### src/rtl/fss_pkg.sv
package fss_pkg;

    localparam logic [7:0] READ_OPCODE = 8'h03;

    typedef enum logic [1:0] {
        CLS_ERASED     = 2'd0,
        CLS_PROGRAMMED = 2'd1,
        CLS_NULLED     = 2'd2
    } sect_class_e;

    typedef enum logic [1:0] {
        SPI_IDLE,
        SPI_LOW,
        SPI_HIGH,
        SPI_GAP
    } spi_st_e;

    typedef enum logic {
        SCAN_IDLE,
        SCAN_RUN
    } scan_st_e;

endpackage

### src/rtl/fss_offset_gen.sv
module fss_offset_gen #(
    parameter int SECT_LOG2 = 12,
    parameter int PAGE_LOG2 = 8,
    parameter int GROUPS    = 33,
    parameter int GW        = 6
) (
    input  logic [GW-1:0]        group_i,
    output logic [SECT_LOG2-1:0] offset_o
);
    localparam int PW   = SECT_LOG2 - PAGE_LOG2;
    localparam int PAGE = 1 << PAGE_LOG2;
    localparam int SECT = 1 << SECT_LOG2;
    localparam logic [PAGE_LOG2-1:0] MID_OFS  = PAGE_LOG2'(PAGE / 2 - 2);
    localparam logic [PAGE_LOG2-1:0] EDGE_OFS = PAGE_LOG2'(PAGE - 2);
    localparam logic [SECT_LOG2-1:0] LAST_OFS = SECT_LOG2'(SECT - 4);

    logic [GW-1:0] k;
    logic [PW-1:0] page;

    always_comb begin
        k    = group_i - GW'(1);
        page = PW'(k >> 1);
        if (group_i == '0) begin
            offset_o = '0;
        end else if (group_i == GW'(GROUPS - 1)) begin
            offset_o = LAST_OFS;
        end else if (!k[0]) begin
            offset_o = {page, MID_OFS};
        end else begin
            offset_o = {page, EDGE_OFS};
        end
    end

endmodule

### src/rtl/fss_spi_reader.sv
module fss_spi_reader
    import fss_pkg::*;
#(
    parameter int ADDR_W   = 24,
    parameter int RD_BYTES = 4,
    parameter int HALF     = 2
) (
    input  logic              clk,
    input  logic              rst_n,
    input  logic              start_i,
    input  logic [ADDR_W-1:0] addr_i,
    output logic              done_o,
    output logic              bvld_o,
    output logic [7:0]        bdat_o,
    output logic              sclk_o,
    output logic              cs_n_o,
    output logic              mosi_o,
    input  logic              miso_i
);
    localparam int HDR   = 8 + ADDR_W;
    localparam int TOTAL = HDR + 8 * RD_BYTES;
    localparam int BW    = $clog2(TOTAL);
    localparam int CW    = $clog2(HALF + 1);

    typedef struct packed {
        spi_st_e        st;
        logic [CW-1:0]  tmr;
        logic [BW-1:0]  bitn;
        logic [HDR-1:0] tx;
        logic [6:0]     rx;
        logic           sclk;
        logic           cs_n;
        logic           bvld;
        logic [7:0]     bdat;
        logic           done;
    } spi_t;

    spi_t q, d;
    logic tmr_end;
    logic byte_end;

    always_comb begin
        d        = q;
        d.bvld   = 1'b0;
        d.done   = 1'b0;
        tmr_end  = (q.tmr == CW'(HALF - 1));
        byte_end = (q.bitn >= BW'(HDR)) && (q.bitn[2:0] == 3'b111);
        unique case (q.st)
            SPI_IDLE: begin
                if (start_i) begin
                    d.cs_n = 1'b0;
                    d.tx   = {READ_OPCODE, addr_i};
                    d.bitn = '0;
                    d.tmr  = '0;
                    d.sclk = 1'b0;
                    d.st   = SPI_LOW;
                end
            end
            SPI_LOW: begin
                if (tmr_end) begin
                    d.tmr  = '0;
                    d.sclk = 1'b1;
                    d.st   = SPI_HIGH;
                end else begin
                    d.tmr = q.tmr + CW'(1);
                end
            end
            SPI_HIGH: begin
                if (tmr_end) begin
                    d.tmr  = '0;
                    d.sclk = 1'b0;
                    d.rx   = {q.rx[5:0], miso_i};
                    d.tx   = {q.tx[HDR-2:0], 1'b0};
                    if (byte_end) begin
                        d.bvld = 1'b1;
                        d.bdat = {q.rx, miso_i};
                    end
                    if (q.bitn == BW'(TOTAL - 1)) begin
                        d.cs_n = 1'b1;
                        d.st   = SPI_GAP;
                    end else begin
                        d.bitn = q.bitn + BW'(1);
                        d.st   = SPI_LOW;
                    end
                end else begin
                    d.tmr = q.tmr + CW'(1);
                end
            end
            SPI_GAP: begin
                if (tmr_end) begin
                    d.tmr  = '0;
                    d.done = 1'b1;
                    d.st   = SPI_IDLE;
                end else begin
                    d.tmr = q.tmr + CW'(1);
                end
            end
            default: d.st = SPI_IDLE;
        endcase
    end

    always_ff @(posedge clk) begin
        if (!rst_n) begin
            q      <= '0;
            q.st   <= SPI_IDLE;
            q.cs_n <= 1'b1;
        end else begin
            q <= d;
        end
    end

    assign done_o = q.done;
    assign bvld_o = q.bvld;
    assign bdat_o = q.bdat;
    assign sclk_o = q.sclk;
    assign cs_n_o = q.cs_n;
    assign mosi_o = !q.cs_n && q.tx[HDR-1];

    a_r11_sclk_idle_low: assert property (@(posedge clk) disable iff (!rst_n)
        q.cs_n |-> !q.sclk);

    a_r2_opcode_loaded: assert property (@(posedge clk) disable iff (!rst_n)
        $fell(q.cs_n) |-> (q.tx[HDR-1 -: 8] == READ_OPCODE));

    a_r3_byte_after_select: assert property (@(posedge clk) disable iff (!rst_n)
        q.bvld |-> $past(!q.cs_n));

endmodule

### src/rtl/fss_classifier.sv
module fss_classifier (
    input  logic       clk,
    input  logic       rst_n,
    input  logic       clr_i,
    input  logic       vld_i,
    input  logic [7:0] byte_i,
    output logic       all_ff_o,
    output logic       all_zero_o
);
    typedef struct packed {
        logic all_ff;
        logic all_zero;
    } cls_t;

    cls_t q, d;

    always_comb begin
        d = q;
        if (clr_i) begin
            d.all_ff   = 1'b1;
            d.all_zero = 1'b1;
        end else if (vld_i) begin
            d.all_ff   = q.all_ff && (byte_i == 8'hFF);
            d.all_zero = q.all_zero && (byte_i == 8'h00);
        end
    end

    always_ff @(posedge clk) begin
        if (!rst_n) begin
            q <= '0;
        end else begin
            q <= d;
        end
    end

    assign all_ff_o   = q.all_ff;
    assign all_zero_o = q.all_zero;

    a_r5_ff_flag_sticky: assert property (@(posedge clk) disable iff (!rst_n)
        (!q.all_ff && !clr_i) |=> !q.all_ff);

    a_r6_zero_flag_sticky: assert property (@(posedge clk) disable iff (!rst_n)
        (!q.all_zero && !clr_i) |=> !q.all_zero);

    a_r7_flags_exclusive: assert property (@(posedge clk) disable iff (!rst_n)
        (vld_i && !clr_i) |=> !(q.all_ff && q.all_zero));

endmodule

### src/rtl/flash_sector_sampler.sv
module flash_sector_sampler
    import fss_pkg::*;
#(
    parameter int ADDR_W    = 24,
    parameter int SECT_LOG2 = 12,
    parameter int PAGE_LOG2 = 8,
    parameter int HALF      = 2
) (
    input  logic                      clk,
    input  logic                      rst_n,
    input  logic                      start,
    input  logic [ADDR_W-SECT_LOG2-1:0] sector_idx,
    output logic                      busy,
    output logic                      done,
    output logic [1:0]                sector_class,
    output logic                      spi_sclk,
    output logic                      spi_cs_n,
    output logic                      spi_mosi,
    input  logic                      spi_miso
);
    localparam int SW       = ADDR_W - SECT_LOG2;
    localparam int PAGES    = 1 << (SECT_LOG2 - PAGE_LOG2);
    localparam int GROUPS   = 2 * PAGES + 1;
    localparam int GW       = $clog2(GROUPS);
    localparam int RD_BYTES = 4;

    typedef struct packed {
        scan_st_e      st;
        logic [GW-1:0] grp;
        logic [SW-1:0] sect;
        logic          go;
        logic          clr;
        logic          busy;
        logic          done;
        logic [1:0]    cls;
    } scan_t;

    scan_t q, d;

    logic [SECT_LOG2-1:0] offset;
    logic                 spi_done;
    logic                 bvld;
    logic [7:0]           bdat;
    logic                 all_ff;
    logic                 all_zero;

    fss_offset_gen #(
        .SECT_LOG2 (SECT_LOG2),
        .PAGE_LOG2 (PAGE_LOG2),
        .GROUPS    (GROUPS),
        .GW        (GW)
    ) u_ofs (
        .group_i  (q.grp),
        .offset_o (offset)
    );

    fss_spi_reader #(
        .ADDR_W   (ADDR_W),
        .RD_BYTES (RD_BYTES),
        .HALF     (HALF)
    ) u_spi (
        .clk     (clk),
        .rst_n   (rst_n),
        .start_i (q.go),
        .addr_i  ({q.sect, offset}),
        .done_o  (spi_done),
        .bvld_o  (bvld),
        .bdat_o  (bdat),
        .sclk_o  (spi_sclk),
        .cs_n_o  (spi_cs_n),
        .mosi_o  (spi_mosi),
        .miso_i  (spi_miso)
    );

    fss_classifier u_cls (
        .clk        (clk),
        .rst_n      (rst_n),
        .clr_i      (q.clr),
        .vld_i      (bvld),
        .byte_i     (bdat),
        .all_ff_o   (all_ff),
        .all_zero_o (all_zero)
    );

    always_comb begin
        d      = q;
        d.go   = 1'b0;
        d.clr  = 1'b0;
        d.done = 1'b0;
        unique case (q.st)
            SCAN_IDLE: begin
                if (start) begin
                    d.sect = sector_idx;
                    d.grp  = '0;
                    d.go   = 1'b1;
                    d.clr  = 1'b1;
                    d.busy = 1'b1;
                    d.st   = SCAN_RUN;
                end
            end
            SCAN_RUN: begin
                if (spi_done) begin
                    if (q.grp == GW'(GROUPS - 1)) begin
                        d.busy = 1'b0;
                        d.done = 1'b1;
                        d.st   = SCAN_IDLE;
                        if (all_ff) begin
                            d.cls = CLS_ERASED;
                        end else if (all_zero) begin
                            d.cls = CLS_NULLED;
                        end else begin
                            d.cls = CLS_PROGRAMMED;
                        end
                    end else begin
                        d.grp = q.grp + GW'(1);
                        d.go  = 1'b1;
                    end
                end
            end
            default: d.st = SCAN_IDLE;
        endcase
    end

    always_ff @(posedge clk) begin
        if (!rst_n) begin
            q    <= '0;
            q.st <= SCAN_IDLE;
        end else begin
            q <= d;
        end
    end

    assign busy         = q.busy;
    assign done         = q.done;
    assign sector_class = q.cls;

    a_r9_done_single_cycle: assert property (@(posedge clk) disable iff (!rst_n)
        q.done |=> !q.done);

    a_r9_done_not_busy: assert property (@(posedge clk) disable iff (!rst_n)
        q.done |-> !q.busy);

    a_r10_sector_held: assert property (@(posedge clk) disable iff (!rst_n)
        (q.busy && $past(q.busy)) |-> $stable(q.sect));

    a_r4_group_in_range: assert property (@(posedge clk) disable iff (!rst_n)
        q.grp <= GW'(GROUPS - 1));

endmodule

### config.mk
export PLATFORM = sky130hd
export DESIGN_NAME = flash_sector_sampler
export DESIGN_NICKNAME = d
export VERILOG_FILES = /design/src/rtl/fss_pkg.sv /design/src/rtl/fss_offset_gen.sv /design/src/rtl/fss_spi_reader.sv /design/src/rtl/fss_classifier.sv /design/src/rtl/flash_sector_sampler.sv
export SDC_FILE = /design/constraint.sdc
export NUM_CORES = 1
export LEC_CHECK = 0
export BUFFER_PORTS_ARGS = -buffer_cell sky130_fd_sc_hd__buf_2
export CAP_MARGIN = 5
export CORE_ASPECT_RATIO = 0.75
export CORE_MARGIN = 4
export CORE_UTILIZATION = 60
export DETAILED_ROUTE_END_ITERATION = 7
export PLACE_DENSITY = 0.8
export SLEW_MARGIN = 20
export SYNTH_ARGS = -nofsm -noshare
export SYNTH_HDL_FRONTEND = slang
export SYNTH_HIERARCHICAL = 1
export SYNTH_SLANG_ARGS = --single-unit
### constraint.sdc
create_clock -name clk -period 2.4 [get_ports clk]
set_clock_uncertainty 0.2 [all_clocks]
set_input_delay 0.48 -clock clk [delete_from_list [all_inputs] [get_ports clk]]
set_output_delay 0.48 -clock clk [all_outputs]
set_load 0.01 [all_outputs]
==> results.md, run 1 <==
* Status: complete, no violations
* Fin crit share at just under 90%
* Fillcell total at 510
* Final Hold Viols at 0
* Max stage delay on crit path at between 500 and 600 ps
* Die Y at about 77 um
* Final worst slack at 306 ps
* Clock Power Share at between 30% and 40%
* Drt drc at 0
* Storage element area at about 0.0018 mm^2
* CTS root buf: clkbuf_8
* Nets@finish at approximately 460
* Critical Path Stages at 7
* LEAKAGE at roughly 0.0015 uW
* Max-cap violations at 0
* Worst r2r path cells at 7
* Initial antenna violation count at 0
* R2r endpoint: u_spi/q[25]
* Critical Path AT at roughly 2100 ps
* Sequential Power Share at around three fifths
* Sequential share of the synthesized area at 46.5%
* Combinational share of power at under 10%
* Mapped Avg Cell Area at roughly 8.6 um^2
* Fin util at between 60% and 70%
* Syn. warnings at 6
* Net switching power at 622 uW
* Req. time, crit path at approximately 2400 ps
* Clock latency at the later pin of the worst-skew pair at 350 ps
* RSZ-0062 raised after global routing: no
* Register bit total from synthesis at 88
* DRT iter0 DRCs at between 200 and 250
* CP top delay family: simple AND/OR/NAND/NOR gates
* Setup Buffers After CTS at 0
* Drt first pass iters at 5
* Worst setup SP type: flop
* Reg clk slew, reported paths at approximately 80 ps
* Area of the multi-input gates at about 0.0017 mm^2
* Clk buf depth at 2
* Via count at just over 3,000
* Die X at about 100 um
* Total gr overflow at 0
* Area leader, netlist: dfxtp_1
* Gate Count Post-Synth at roughly 440
* CP Cell Sequence: inv_1, ha_1, or4b_4, nor2_4, inv_1, a22oi_1, a21oi_1
* Buffers and inverters on the worst path at 2
* CTS H-tree depth at 3
* Final setup viols at 0
* Vias in the first global route at approximately 2,900
* Hold WC Path Type: input pin to flop
* Vias per cell at a little under 6
* Worst VDD drop at 0.413 mV
* Routed Antenna Nets at 0
* Placement Setup Slack at roughly 350 ps
* Power Dens Cells at between 600 and 700 mW/mm^2
* Ports at 23
* Most common cell after layout, fill and taps aside: dfxtp_1
* Reg2Reg Launch Point: q[18]
* Post-CTS sizing at 0
* Post-synth cell types at 54
* Most frequent CP cell: inv_1
* Crit-path max FO at 9
* Crit path capture: u_spi/q[25]
* Fmax at 477 MHz
* Commonest cells after routing, fill and taps aside: dfxtp_1 (88), nand2_1 (87), a21oi_1 (51), nor2_1 (30), a22oi_1 (29)
* R2R Setup Slk at between 300 and 400 ps
* Layout cells sized above 1 at a little over an eighth
* Area grow syn2layout at 5.31%
* Count of final max-slew check failures at 0
* CP endpoint kind: flop
* Main area contributors after synthesis: dfxtp_1 (46%), nand2_1 (8.6%), a21oi_1 (6.7%)
* TNS Setup at 0 ps
* Synthesized Nets at between 400 and 500
* Int Pwr at roughly 1900 uW
* Net Sw Frac at between 20% and 30%
* CP max-delay cell: or4b_4
* Rows at 24
* Initial Util at a little under two thirds
* First-pass GRT wire length at approximately 13,000 um
* Final Total Pwr at approximately 2600 uW
* GP Congestion at about 0.86
* Overall routing resource usage at 20.7%
* Detailed Route WL at 7600 um
* Post-synth EDFFs at 0
* I/O Buffers at 22
* CTS tree: yes
* Die area at 0.00767 mm^2
* CTS buffer count at 9
* Post-synth top area share at 46.5%
* Core Region at ~0.006 mm^2
* Ys flop type: dfxtp_1
* Fin crit period at 2090 ps
* Clock Sinks at 88
* Cts hold-fix bufs at 0
* Asr flop ratio synth at 0%
* HPWL Detailed at ~5100 um
* CP Launch Point: q[18]
* Routed wire per std cell at 14.5 um
* Largest net degree at the start of global routing at 32
* Mapped Area at between 0.003 and 0.004 mm^2
* ANT cells at 0
* Crit Path Class: flop to flop
through the flow:
step	hold slack (ps)	cells	area [um^2]
after CTS	146	524	3990
after global placement	233	509	3820
final	159	524	3990
after global routing	151	524	3990
after floorplan	224	439	3790
after detailed placement	244	509	3820
worst min-delay path by stage:
| stage | startpoint | endpoint | slack [ps] | cells after the start |
|---|---|---|---|---|
| after floorplan | u_spi/bvld_o | u_cls/all_ff_o | 220 | 1 |
| after global placement | u_spi/bvld_o | u_cls/all_ff_o | 230 | 1 |
| after detailed placement | u_spi/bvld_o | u_cls/all_ff_o | 240 | 1 |
| after CTS | sector_idx[3] | q[9] | 150 | 3 |
| after global routing | sector_idx[5] | q[11] | 150 | 3 |
| final | sector_idx[3] | q[9] | 160 | 3 |
synth_stat cells (2+ instances only):
library cell	instances
a21oi_1	51
a22oi_1	29
a311oi_1	2
a31oi_1	4
a41oi_1	3
and2_1	2
and3_1	3
buf_2	11
buf_4	19
buf_6	2
clkbuf_1	9
dfxtp_1	88
ha_1	6
inv_1	9
inv_2	2
mux2i_1	13
nand2_1	87
nand2b_1	5
nand3_1	9
nand3b_1	2
nand4_1	3
nor2_1	30
nor2_4	2
nor2b_1	2
nor3_1	6
nor4_1	2
o211a_1	2
o21ai_0	5
o21ai_1	3
o22ai_1	2
or3_1	2
xnor2_1	2
power by group through the flow:
stage | clock network [uW] | logic, uW | registers [uW]
floorplan | 0 | 107 | 1540
global placement | 0 | 140 | 1540
detailed placement | 0 | 144 | 1540
CTS | 919 | 145 | 1510
global route | 986 | 163 | 1510
finish | 903 | 146 | 1510
routing by layer:
layer / routed length (um) / track usage [%] / share of wire (%) / vias to the layer above
li1: - / - / - / 1518
met1: 3650 / 27.9 / 48 / 1436
met2: 3430 / 31.6 / 45 / 90
met3: 438 / 6.17 / 5.8 / 10
met4: 86 / 6.96 / 1.1 / 0
met5: 0 / 0 / 0 / -
registers in the layout (all words and copies together) (netlist names):
| name | cells |
|---|---|
| u_cls/all_zero_o | 1 |
| sector_class | 2 |
| u_spi/bvld_o | 1 |
| u_spi/sclk_o | 1 |
| done | 1 |
| busy | 1 |
| u_spi/done_o | 1 |
| u_cls/all_ff_o | 1 |
| u_spi/bdat_o | 8 |
| q | 21 |
| u_spi/cs_n_o | 1 |
| u_spi/q | 49 |
worst reg2reg max path, stage by stage (launching register included):
cell and delay [ps]:
dfxtp_1 410, inv_1 90, ha_1 190, or4b_4 520
nor2_4 160, inv_1 130, a22oi_1 200, a21oi_1 90
logic make-up (layout without fill, tap and decap cells):
| kind of cell | count (synthesis) | count (layout) | synth area share [%] |
|---|---|---|---|
| and+or+nand+nor | 166 | 166 | 21.1 |
| other | 1 | 1 | 0.0989 |
| muxes | 14 | 14 | 3.73 |
| xor gates and xnor gates | 2 | 2 | 0.462 |
| DFF | 88 | 88 | 46.5 |
| AOI/OAI and AO/OA | 109 | 109 | 18.1 |
| adders and majority gates | 6 | 6 | 1.98 |
| buffers and inverters | 53 | 60 | 8.15 |
area by class of cell:
type                       count  area share, %
clock buffer                  10           3.45
tap                           78           2.44
timing repair buffer          34           5.01
sequential                    88           44.1
inverter                      11           1.03
multi-input combinational    298           43.1
clock inverter                 5          0.846
(Power assumes the default switching activity.)
==> run 2: changes to the inputs <==
- CELL_PAD_IN_SITES_DETAIL_PLACEMENT: unset -> 0
- CELL_PAD_IN_SITES_GLOBAL_PLACEMENT: unset -> 1
- CORE_UTILIZATION: 60 -> 46
- RECOVER_POWER: unset -> 25
==> run 2 against run 1 <==
Against the previous run: largest cell class unchanged; critical path type unchanged; sequential cell count is the same; via count down 4.5%; die area is 27% higher; non-clock buffer count did not move; cell area up 1.6%; setup slack worse by 26 ps; first-iteration DRC count down 24%; utilization is 16 points lower; power up 5.7%; routed wire length is 0.21% lower; sequential share of layout area decreased by 0.68 points; register-to-register slack worse by 30 ps.
==> results.md, run 2 (same netlist as run 1, synthesis figures left out) <==
* Status: complete, no violations
* Net switching power at 625 uW (+0.58%)
* Int Pwr at 2080 uW (+7.4%)
* Area grow syn2layout at 6.96%
* Die area at 0.00977 mm^2 (+27%)
* GP Congestion at 0.794 (-7.8%)
* Via count at 2,918 (-4.5%)
* Initial antenna violation count at 0 (unchanged)
* Clock Power Share at 38.8% (+3.5 points)
* Commonest cells after routing, fill and taps aside: dfxtp_1 (88), nand2_1 (87), a21oi_1 (51), nor2_1 (30), a22oi_1 (29)
* Drt first pass iters at 4 (-1)
* Uppermost layer routed: met4
* Setup Buffers After CTS at 0 (unchanged)
* Met3 WL post-DR at 375 um (-14%)
* Initial Util at 47.7% (-16 points)
* Overall routing resource usage at 16.4% (-4.3 points)
* Net Sw Frac at 23.1% (-1.2 points)
* CTS buffer count at 9 (unchanged)
* Detailed Route WL at 7590 um (-0.21%)
* Placement Setup Slack at 348 ps (+0.491 ps)
* Clock Sinks at 88 (unchanged)
* First-pass GRT wire length at 13,000 um (-0.58%)
* Wire length on met2 at 3170 um (-7.6%)
* Total gr overflow at 0 (unchanged)
* RSZ-0062 raised after global routing: no
* Worst-Margin Slew at slightly below 800 ps
* Count of final max-slew check failures at 0 (unchanged)
* Rows at 28 (+17%)
* Routed wire per std cell at 13.7 um (-5.3%)
* Hold WC Path Type: input pin to flop
* CTS H-tree depth at 3 (unchanged)
* Die Y at 86.6 um (+13%)
* Reg clk slew, reported paths at 90 ps (about the same)
* LEAKAGE at 0.00147 uW (about the same)
* TNS Setup at 0 ps (unchanged)
* Slew HR at between 40 and 50%
* Final setup viols at 0 (unchanged)
* Final worst slack at 279 ps (-26.2 ps)
* Drt drc at 0 (unchanged)
* I/O Buffers at 22 (unchanged)
* Fillcell total at 751 (+47%)
* Most common cell after layout, fill and taps aside: dfxtp_1
* Number of flip-flops in the largest register at 49 (unchanged)
* Routed Antenna Nets at 0 (unchanged)
* Sequential Power Share at 55.7% (-3.3 points)
* Fin crit period at 2120 ps (+26.2 ps)
* Crit Path Class: flop to flop
* Fin crit share at 88.4% (+1.1 points)
* Nets@finish at 464 (unchanged)
* CP endpoint kind: flop
* M1 WL at 3950 um (+8.2%)
* Worst VDD drop at 0.350 mV (-15%)
* Req. time, crit path at 2420 ps (about the same)
* Combinational share of power at 5.5% (-0.2 points)
* HPWL Detailed at 4910 um (-3.1%)
* CTS root buf: clkbuf_8
* Largest reg by FF count: u_spi/q
* CTS tree: yes
* Vias per cell at 5.29 (-9.3%)
* Max-cap violations at 0 (unchanged)
* Largest net degree at the start of global routing at 32 (unchanged)
* DRT iter0 DRCs at 185 (-24%)
* Worst setup SP type: flop
* Post-CTS sizing at 0 (unchanged)
* Die X at 113 um (+13%)
* Ports at 23 (unchanged)
* Layout cells sized above 1 at 11.2% (-2.0 points)
* Cts hold-fix bufs at 0 (unchanged)
* Final Hold Viols at 0 (unchanged)
* Critical Path AT at 2140 ps (about the same)
* Clock latency at the later pin of the worst-skew pair at 350 ps (about the same)
* Crit-path max FO at 9 (unchanged)
* Power Dens Cells at 667 mW/mm^2 (+4.1%)
* Core Region at 0.00795 mm^2 (+33%)
* Vias in the first global route at 2,652 (-8.2%)
* ANT cells at 0 (unchanged)
* Clk buf depth at 2 (unchanged)
* Fmax at 472 MHz (-1.2%)
[run 2: worst paths after layout]
| check | depth (start not counted) | startpoint | slack (ps) | end |
|---|---|---|---|---|
| setup / recovery | 7 | q[18] | 280 | u_spi/q[21] |
| hold / removal | 3 | sector_idx[8] | 150 | q[14] |
| setup reg to reg | 7 | q[18] | 280 | u_spi/q[21] |
| hold reg to reg | 1 | u_spi/bvld_o | 250 | u_cls/all_ff_o |
[run 2: cell type report]
type	instances	area (um^2)	share of cell area (%)
Multi-Input combinational cell	298	1720	42.4
Timing Repair Buffer	34	193	4.75
Tap cell	105	131	3.24
Inverter	11	41.3	1.02
Sequential cell	88	1760	43.4
Clock inverter	4	52.6	1.30
Clock buffer	12	155	3.83
[run 2: worst max-delay path, stage by stage (launching register included)]
cell and delay, ps:
dfxtp_1 410, inv_1 100, ha_1 200, or4b_4 520, nor2_4 150, inv_1 120, a22oi_1 190, a21oi_1 80
[run 2: metal layers]
metal  vias to the layer above  global-route usage [%]
li1                       1511                       -
met3                         9                    4.47
met5                         -                       0
met1                      1347                    23.3
met4                         0                    5.57
met2                        51                    23.9
[run 2: power groups by stage]
stage	clock network [uW]	logic, uW	registers, uW
floorplan	0	107	1540
global placement	0	154	1540
detailed placement	0	156	1540
CTS	1090	157	1510
global route	1150	167	1510
finish	1050	149	1510
[run 2: stage by stage]
step           power [uW]  area, um^2  cells  util (%)  hold WS [ps]
5_1_grt              2820        4060    552      51.0           147
6_report             2710        4060    552      51.0           155
2_1_floorplan        1640        3790    439         -           224
3_5_place_dp         1700        3880    536      48.8           238
3_3_place_gp         1690        3880    536      48.8           234
4_1_cts              2750        4090    552      51.4           139
